===== config.mk =====
export PLATFORM = sky130hd
export DESIGN_NAME = tmr_timer
export DESIGN_NICKNAME = d
export VERILOG_FILES = /design/src/rtl/tmr_pkg.sv /design/src/rtl/tmr_regs.sv /design/src/rtl/tmr_presc.sv /design/src/rtl/tmr_core.sv /design/src/rtl/tmr_timer.sv
export SDC_FILE = /design/constraint.sdc
export NUM_CORES = 1
export LEC_CHECK = 0
export CAP_MARGIN = 10
export CORE_MARGIN = 10
export CORE_UTILIZATION = 52
export DETAILED_ROUTE_END_ITERATION = 8
export HOLD_SLACK_MARGIN = 0.08
export PLACE_DENSITY = 0.74
export SLEW_MARGIN = 20
export SYNTH_ARGS = -nofsm -noshare
export SYNTH_HDL_FRONTEND = slang
export SYNTH_HIERARCHICAL = 1
export SYNTH_SLANG_ARGS = --single-unit

===== constraint.sdc =====
create_clock -name clk -period 7.5 [get_ports clk]
set_clock_uncertainty 0.15 [all_clocks]
set_input_delay 1.875 -clock clk [delete_from_list [all_inputs] [get_ports clk]]
set_output_delay 1.875 -clock clk [all_outputs]
set_load 0.005 [all_outputs]

===== src/rtl/tmr_pkg.sv =====
package tmr_pkg;
    localparam int ADDR_W = 6;

    localparam logic [ADDR_W-1:0] OFS_CTRL = 6'h00;
    localparam logic [ADDR_W-1:0] OFS_IEN  = 6'h0C;
    localparam logic [ADDR_W-1:0] OFS_STAT = 6'h10;
    localparam logic [ADDR_W-1:0] OFS_TRIG = 6'h14;
    localparam logic [ADDR_W-1:0] OFS_CNT  = 6'h24;
    localparam logic [ADDR_W-1:0] OFS_DIV  = 6'h28;
    localparam logic [ADDR_W-1:0] OFS_LIM  = 6'h2C;

    localparam int BIT_EN  = 0;
    localparam int BIT_SRC = 2;
    localparam int BIT_IE  = 0;
    localparam int BIT_DE  = 8;

    typedef enum logic [0:0] {
        S_HOLD = 1'b0,
        S_RUN  = 1'b1
    } run_state_t;
endpackage


===== src/rtl/tmr_regs.sv =====
module tmr_regs
    import tmr_pkg::*;
#(
    parameter int DATA_W = 32,
    parameter int CNT_W  = 16,
    parameter int PSC_W  = 16,
    parameter logic [CNT_W-1:0] LIM_RST = '1
) (
    input  logic              clk,
    input  logic              rst_n,
    input  logic              bus_we,
    input  logic [ADDR_W-1:0] bus_addr,
    input  logic [DATA_W-1:0] bus_wdata,
    output logic [DATA_W-1:0] bus_rdata,
    input  logic [CNT_W-1:0]  cnt_q,
    input  logic              uif_set,
    output logic              en,
    output logic              urs,
    output logic              uie,
    output logic              ude,
    output logic              uif,
    output logic [PSC_W-1:0]  div_pre,
    output logic [CNT_W-1:0]  lim_pre,
    output logic              sw_upd,
    output logic              cnt_wr,
    output logic [CNT_W-1:0]  cnt_wdata
);
    logic wr_ctrl, wr_ien, wr_stat, wr_div, wr_lim;

    assign wr_ctrl   = bus_we && (bus_addr == OFS_CTRL);
    assign wr_ien    = bus_we && (bus_addr == OFS_IEN);
    assign wr_stat   = bus_we && (bus_addr == OFS_STAT);
    assign wr_div    = bus_we && (bus_addr == OFS_DIV);
    assign wr_lim    = bus_we && (bus_addr == OFS_LIM);
    assign sw_upd    = bus_we && (bus_addr == OFS_TRIG) && bus_wdata[0];
    assign cnt_wr    = bus_we && (bus_addr == OFS_CNT);
    assign cnt_wdata = bus_wdata[CNT_W-1:0];

    always_ff @(posedge clk) begin
        if (!rst_n) begin
            en      <= 1'b0;
            urs     <= 1'b0;
            uie     <= 1'b0;
            ude     <= 1'b0;
            uif     <= 1'b0;
            div_pre <= '0;
            lim_pre <= LIM_RST;
        end else begin
            if (wr_ctrl) begin
                en  <= bus_wdata[BIT_EN];
                urs <= bus_wdata[BIT_SRC];
            end
            if (wr_ien) begin
                uie <= bus_wdata[BIT_IE];
                ude <= bus_wdata[BIT_DE];
            end
            if (uif_set)
                uif <= 1'b1;
            else if (wr_stat)
                uif <= uif & bus_wdata[0];
            if (wr_div)
                div_pre <= bus_wdata[PSC_W-1:0];
            if (wr_lim)
                lim_pre <= bus_wdata[CNT_W-1:0];
        end
    end

    always_comb begin
        bus_rdata = '0;
        case (bus_addr)
            OFS_CTRL: begin
                bus_rdata[BIT_EN]  = en;
                bus_rdata[BIT_SRC] = urs;
            end
            OFS_IEN: begin
                bus_rdata[BIT_IE] = uie;
                bus_rdata[BIT_DE] = ude;
            end
            OFS_STAT: bus_rdata[0] = uif;
            OFS_CNT: begin
                bus_rdata[CNT_W-1:0]  = cnt_q;
                bus_rdata[DATA_W-1]   = uif;
            end
            OFS_DIV: bus_rdata[PSC_W-1:0] = div_pre;
            OFS_LIM: bus_rdata[CNT_W-1:0] = lim_pre;
            default: bus_rdata = '0;
        endcase
    end
endmodule


===== src/rtl/tmr_presc.sv =====
module tmr_presc #(
    parameter int PSC_W = 16
) (
    input  logic             clk,
    input  logic             rst_n,
    input  logic             run,
    input  logic             clear,
    input  logic [PSC_W-1:0] div_act,
    output logic             tick
);
    logic [PSC_W-1:0] pdiv_q;

    assign tick = run && (pdiv_q == div_act);

    always_ff @(posedge clk) begin
        if (!rst_n)
            pdiv_q <= '0;
        else if (clear)
            pdiv_q <= '0;
        else if (run)
            pdiv_q <= tick ? '0 : pdiv_q + 1'b1;
    end
endmodule


===== src/rtl/tmr_core.sv =====
module tmr_core
    import tmr_pkg::*;
#(
    parameter int CNT_W = 16,
    parameter int PSC_W = 16,
    parameter logic [CNT_W-1:0] LIM_RST = '1
) (
    input  logic             clk,
    input  logic             rst_n,
    input  logic             en,
    input  logic             urs,
    input  logic             ude,
    input  logic             sw_upd,
    input  logic             cnt_wr,
    input  logic [CNT_W-1:0] cnt_wdata,
    input  logic [PSC_W-1:0] div_pre,
    input  logic [CNT_W-1:0] lim_pre,
    input  logic             tick,
    output run_state_t       state,
    output logic [PSC_W-1:0] div_act,
    output logic [CNT_W-1:0] lim_act,
    output logic [CNT_W-1:0] cnt_q,
    output logic             ovf,
    output logic             uif_set,
    output logic             dma_req
);
    run_state_t       state_d;
    logic [CNT_W-1:0] cnt_d;
    logic             uev;

    // State register
    always_ff @(posedge clk) begin
        if (!rst_n) state <= S_HOLD;
        else        state <= state_d;
    end

    // Transitions: START (HOLD->RUN), STOP (RUN->HOLD)
    always_comb begin
        state_d = state;
        unique case (state)
            S_HOLD: if (en)  state_d = S_RUN;
            S_RUN:  if (!en) state_d = S_HOLD;
        endcase
    end

    // Counter next value; forced update beats a direct write beats a tick
    always_comb begin
        cnt_d = cnt_q;
        ovf   = 1'b0;
        if (sw_upd)
            cnt_d = '0;
        else if (cnt_wr)
            cnt_d = cnt_wdata;
        else if (tick) begin
            if (lim_act == '0)
                cnt_d = '0;
            else if (cnt_q >= lim_act) begin
                cnt_d = '0;
                ovf   = 1'b1;
            end else
                cnt_d = cnt_q + 1'b1;
        end
    end

    assign uev     = ovf | sw_upd;
    assign uif_set = ovf | (sw_upd & ~urs);

    always_ff @(posedge clk) begin
        if (!rst_n) begin
            cnt_q   <= '0;
            div_act <= '0;
            lim_act <= LIM_RST;
            dma_req <= 1'b0;
        end else begin
            cnt_q   <= cnt_d;
            dma_req <= uif_set & ude;
            if (uev) begin
                div_act <= div_pre;
                lim_act <= lim_pre;
            end
        end
    end
endmodule


===== src/rtl/tmr_timer.sv =====
module tmr_timer
    import tmr_pkg::*;
#(
    parameter int DATA_W = 32,
    parameter int CNT_W  = 16,
    parameter int PSC_W  = 16
) (
    input  logic              clk,
    input  logic              rst_n,
    input  logic              bus_we,
    input  logic [ADDR_W-1:0] bus_addr,
    input  logic [DATA_W-1:0] bus_wdata,
    output logic [DATA_W-1:0] bus_rdata,
    output logic              irq,
    output logic              dma_req
);
    localparam logic [CNT_W-1:0] LIM_RST = '1;

    logic             en, urs, uie, ude, uif;
    logic             sw_upd, cnt_wr, tick, ovf, uif_set;
    logic [CNT_W-1:0] cnt_wdata, cnt_q, lim_pre, lim_act;
    logic [PSC_W-1:0] div_pre, div_act;
    run_state_t       state;

    tmr_regs #(.DATA_W(DATA_W), .CNT_W(CNT_W), .PSC_W(PSC_W), .LIM_RST(LIM_RST)) u_regs (
        .clk(clk), .rst_n(rst_n), .bus_we(bus_we), .bus_addr(bus_addr),
        .bus_wdata(bus_wdata), .bus_rdata(bus_rdata), .cnt_q(cnt_q),
        .uif_set(uif_set), .en(en), .urs(urs), .uie(uie), .ude(ude), .uif(uif),
        .div_pre(div_pre), .lim_pre(lim_pre), .sw_upd(sw_upd), .cnt_wr(cnt_wr),
        .cnt_wdata(cnt_wdata)
    );

    tmr_presc #(.PSC_W(PSC_W)) u_presc (
        .clk(clk), .rst_n(rst_n), .run(state == S_RUN), .clear(sw_upd),
        .div_act(div_act), .tick(tick)
    );

    tmr_core #(.CNT_W(CNT_W), .PSC_W(PSC_W), .LIM_RST(LIM_RST)) u_core (
        .clk(clk), .rst_n(rst_n), .en(en), .urs(urs), .ude(ude),
        .sw_upd(sw_upd), .cnt_wr(cnt_wr), .cnt_wdata(cnt_wdata),
        .div_pre(div_pre), .lim_pre(lim_pre), .tick(tick), .state(state),
        .div_act(div_act), .lim_act(lim_act), .cnt_q(cnt_q), .ovf(ovf),
        .uif_set(uif_set), .dma_req(dma_req)
    );

    assign irq = uif & uie;
endmodule


==> results.md <==
- Hold Crit Start: u_regs/ude
- CP Data Required Time: 5480 ps
- Internal power: 0.0006905 W
- Met1 Use GR: 0.2375
- Row count: 38
- Yosys Warn Count: 6
- Kind of critical path: input port to primary output
- Drt total wl: 14.95 mm
- All-Layer GR Usage: 0.1859
- CTS resizes: 0
- Initial core utilization: 0.5301
- Hold Crit Endpoint: u_core/dma_req
- Gr busiest metal: met2
- Fillers: between 900 and 1000
- Io pins: 75
- Post-DP Area: about 6000 µm²
- Reg2reg path depth: 8
- Final worst path period need: 6553 ps
- Leak: 2.952 nW
- Vias post-DR: approximately 5000
- Slew margin rel.: 0.3561
- Initial drt markers: 502
- Clock slew at reported path FFs: about 100 ps
- Critical path launch point type: input port
- Flop-to-flop setup slack: 3810 ps
- Number of global-route vias before repair: 4762
- Final period util: 0.8737
- Clock sinks: 103
- Combinational Power Share: 0.053
- # hold bufs at CTS: 0
- Pwr Density: 149.7 nW/µm²
- Met3 usage: 0.04394
- Critical path's largest stage delay: between 800 and 900 ps
- TritonCTS Buffers: 9
- DR pass1 iterations: 6
- Inst Count DP: 821
- Net Switching: between 0.0002 and 0.00025 W
- Endpoints failing setup: 0
- Worst hold path type: register to register
- Achievable clock frequency: 152.6 MHz
- Final WS setup: 947.4 ps
- Slowest-stage cell, CP: and2_0
- Die X: 125.1 µm
- Post-CTS setup buffer count: 0
- # nets final: around 750
- Clock network power share: 0.354
- Switching share of power: 0.2552
- Port bufs: 43
- Share of layout cells above drive strength 1: 0.06026
- CORE AREA: 10840 µm²
- Crit-path cells: clkdlybuf4s50_1 -> nor3b_2 -> and2_0 -> a22oi_1 -> nand2_1 -> clkdlybuf4s50_1
- Final HPWL DP: approximately 11 mm
- Diode count: 0
- Chip height: 125.1 µm
- GRT overflow: 0
- Crit path max fanout: 14
- Peak supply drop: 0.09731 mV
- CP endpoint kind: primary output
- Final Instance Area: ~6200 µm²
- Area Overhead vs Synth: 7.729%
- M2 GR Usage: 0.2919
- Buf+Inv Stages, Crit Path: 2
- Max clock buf depth: 2
- Mean post-synth cell area: 8.317 µm²
- Setup_tns: 0 ps
- Mapped cell area: around 5700 µm²
- Crit path top cell by count: clkdlybuf4s50_1
- Seq pwr share: 0.593
- Worst path top cell family by delay: simple AND/OR/NAND/NOR gates
- Synth Instances: 691
- Largest net degree at the start of global routing: 91
- Routed Antenna Nets: 0
- Area of the multi-input gates: 3214 µm²
- Fin cells: 837
- TritonCTS clock tree: done
- Slew Viols, Final: 0
- Reg-to-Reg End: u_core/div_act[11]
- CTS Root Cell: clkbuf_8
- Area occupied by registers: 2062 µm²
- GPL Wtd Cong: 0.9031
- Routed WL per cell: between 15 and 20 µm
- Worst R2R Start: u_core/lim_act[13]
- Skew-Pair Late Insertion Delay: 390 ps
- Max_cap viols: 0
- H-tree levels: 3
- Antenna violations before repair: 0
- Place WS: 1066 ps
- RSZ-0062 raised after global routing: false
- Hold slack: 311.1 ps
- Fin. Hold Viols: 0
- Die area: 15660 µm²
- Avg Vias per Cell: 5.952
- Outcome: complete, no violations
- First-pass GRT wire length: roughly 24 mm
- CP arrival: 4530 ps
- WHS Path Cells: 2
- Worst Tran Pin Value: 965.4 ps
- Drc violations: 0
==> how the worst max path moves through the flow <==
stage / startpoint / to / slack [ps] / depth (start not counted)
final: bus_addr[1] / bus_rdata[9] / 950 / 6
after global routing: bus_addr[1] / bus_rdata[9] / 870 / 6
after CTS: bus_addr[1] / bus_rdata[9] / 1050 / 6
after detailed placement: bus_addr[1] / bus_rdata[9] / 1070 / 6
after global placement: bus_addr[3] / bus_rdata[13] / 1090 / 6
after floorplan: bus_addr[1] / bus_rdata[5] / 2660 / 6
==> registers in the layout (all words and copies together), names as in the netlist, 16 cells and up <==
name / cells
u_core/lim_act: 16
u_regs/lim_pre: 16
u_core/cnt_q: 16
u_core/div_act: 16
u_presc/pdiv_q: 16
u_regs/div_pre: 16
==> layer usage <==
layer / vias to the layer above / share of wire
met5: - / 0
met4: 0 / 0.028
met3: 36 / 0.066
met2: 194 / 0.46
met1: 2364 / 0.45
li1: 2388 / -
==> stage by stage <==
step	total power [W]	utilization
after floorplan	0.0005972	-
after global routing	0.0009607	0.5711
after global placement	0.0006101	0.5546
after detailed placement	0.0006106	0.5546
after CTS	0.0009347	0.5711
final	0.0009270	0.5711
==> layout by cell type, fill, tap and decap left out, drive strengths merged, types with 15 or more instances in the layout <==
| cell type | instances |
|---|---|
| o311a | 16 |
| conb | 15 |
| inv | 26 |
| dfxtp | 103 |
| a211o | 17 |
| clkdlybuf4s50 | 42 |
| mux2i | 20 |
| a21oi | 21 |
| ha | 18 |
| xor2 | 28 |
| o22ai | 16 |
| nand2 | 136 |
| xnor2 | 17 |
| nor3 | 26 |
| nand3 | 57 |
==> cell type report <==
| cell class | instances | area share |
|---|---|---|
| repair buffers | 49 | 0.07599 |
| flip-flops and latches | 103 | 0.3331 |
| inverters | 24 | 0.01455 |
| clock buffers | 9 | 0.02001 |
| well taps | 140 | 0.02829 |
| clock inverters | 7 | 0.008892 |
| multi-input cells | 505 | 0.5192 |
==> worst register-to-register path, stage by stage, from the launching register on <==
cell	delay [ps]
dfxtp_1	370
inv_1	50
ha_1	280
a21oi_1	160
a2bb2oi_1	300
nand4b_1	730
o31ai_4	940
buf_4	410
mux2i_1	220
==> power groups by stage <==
stage	Clock (W)	Combinational [W]	Sequential, W
global placement	0	0.0000478	0.000562
floorplan	0	0.0000355	0.000562
CTS	0.000337	0.0000485	0.000550
global route	0.000357	0.0000537	0.000550
finish	0.000328	0.0000495	0.000550
detailed placement	0	0.0000483	0.000562
Power figures use the tool's default switching activity.
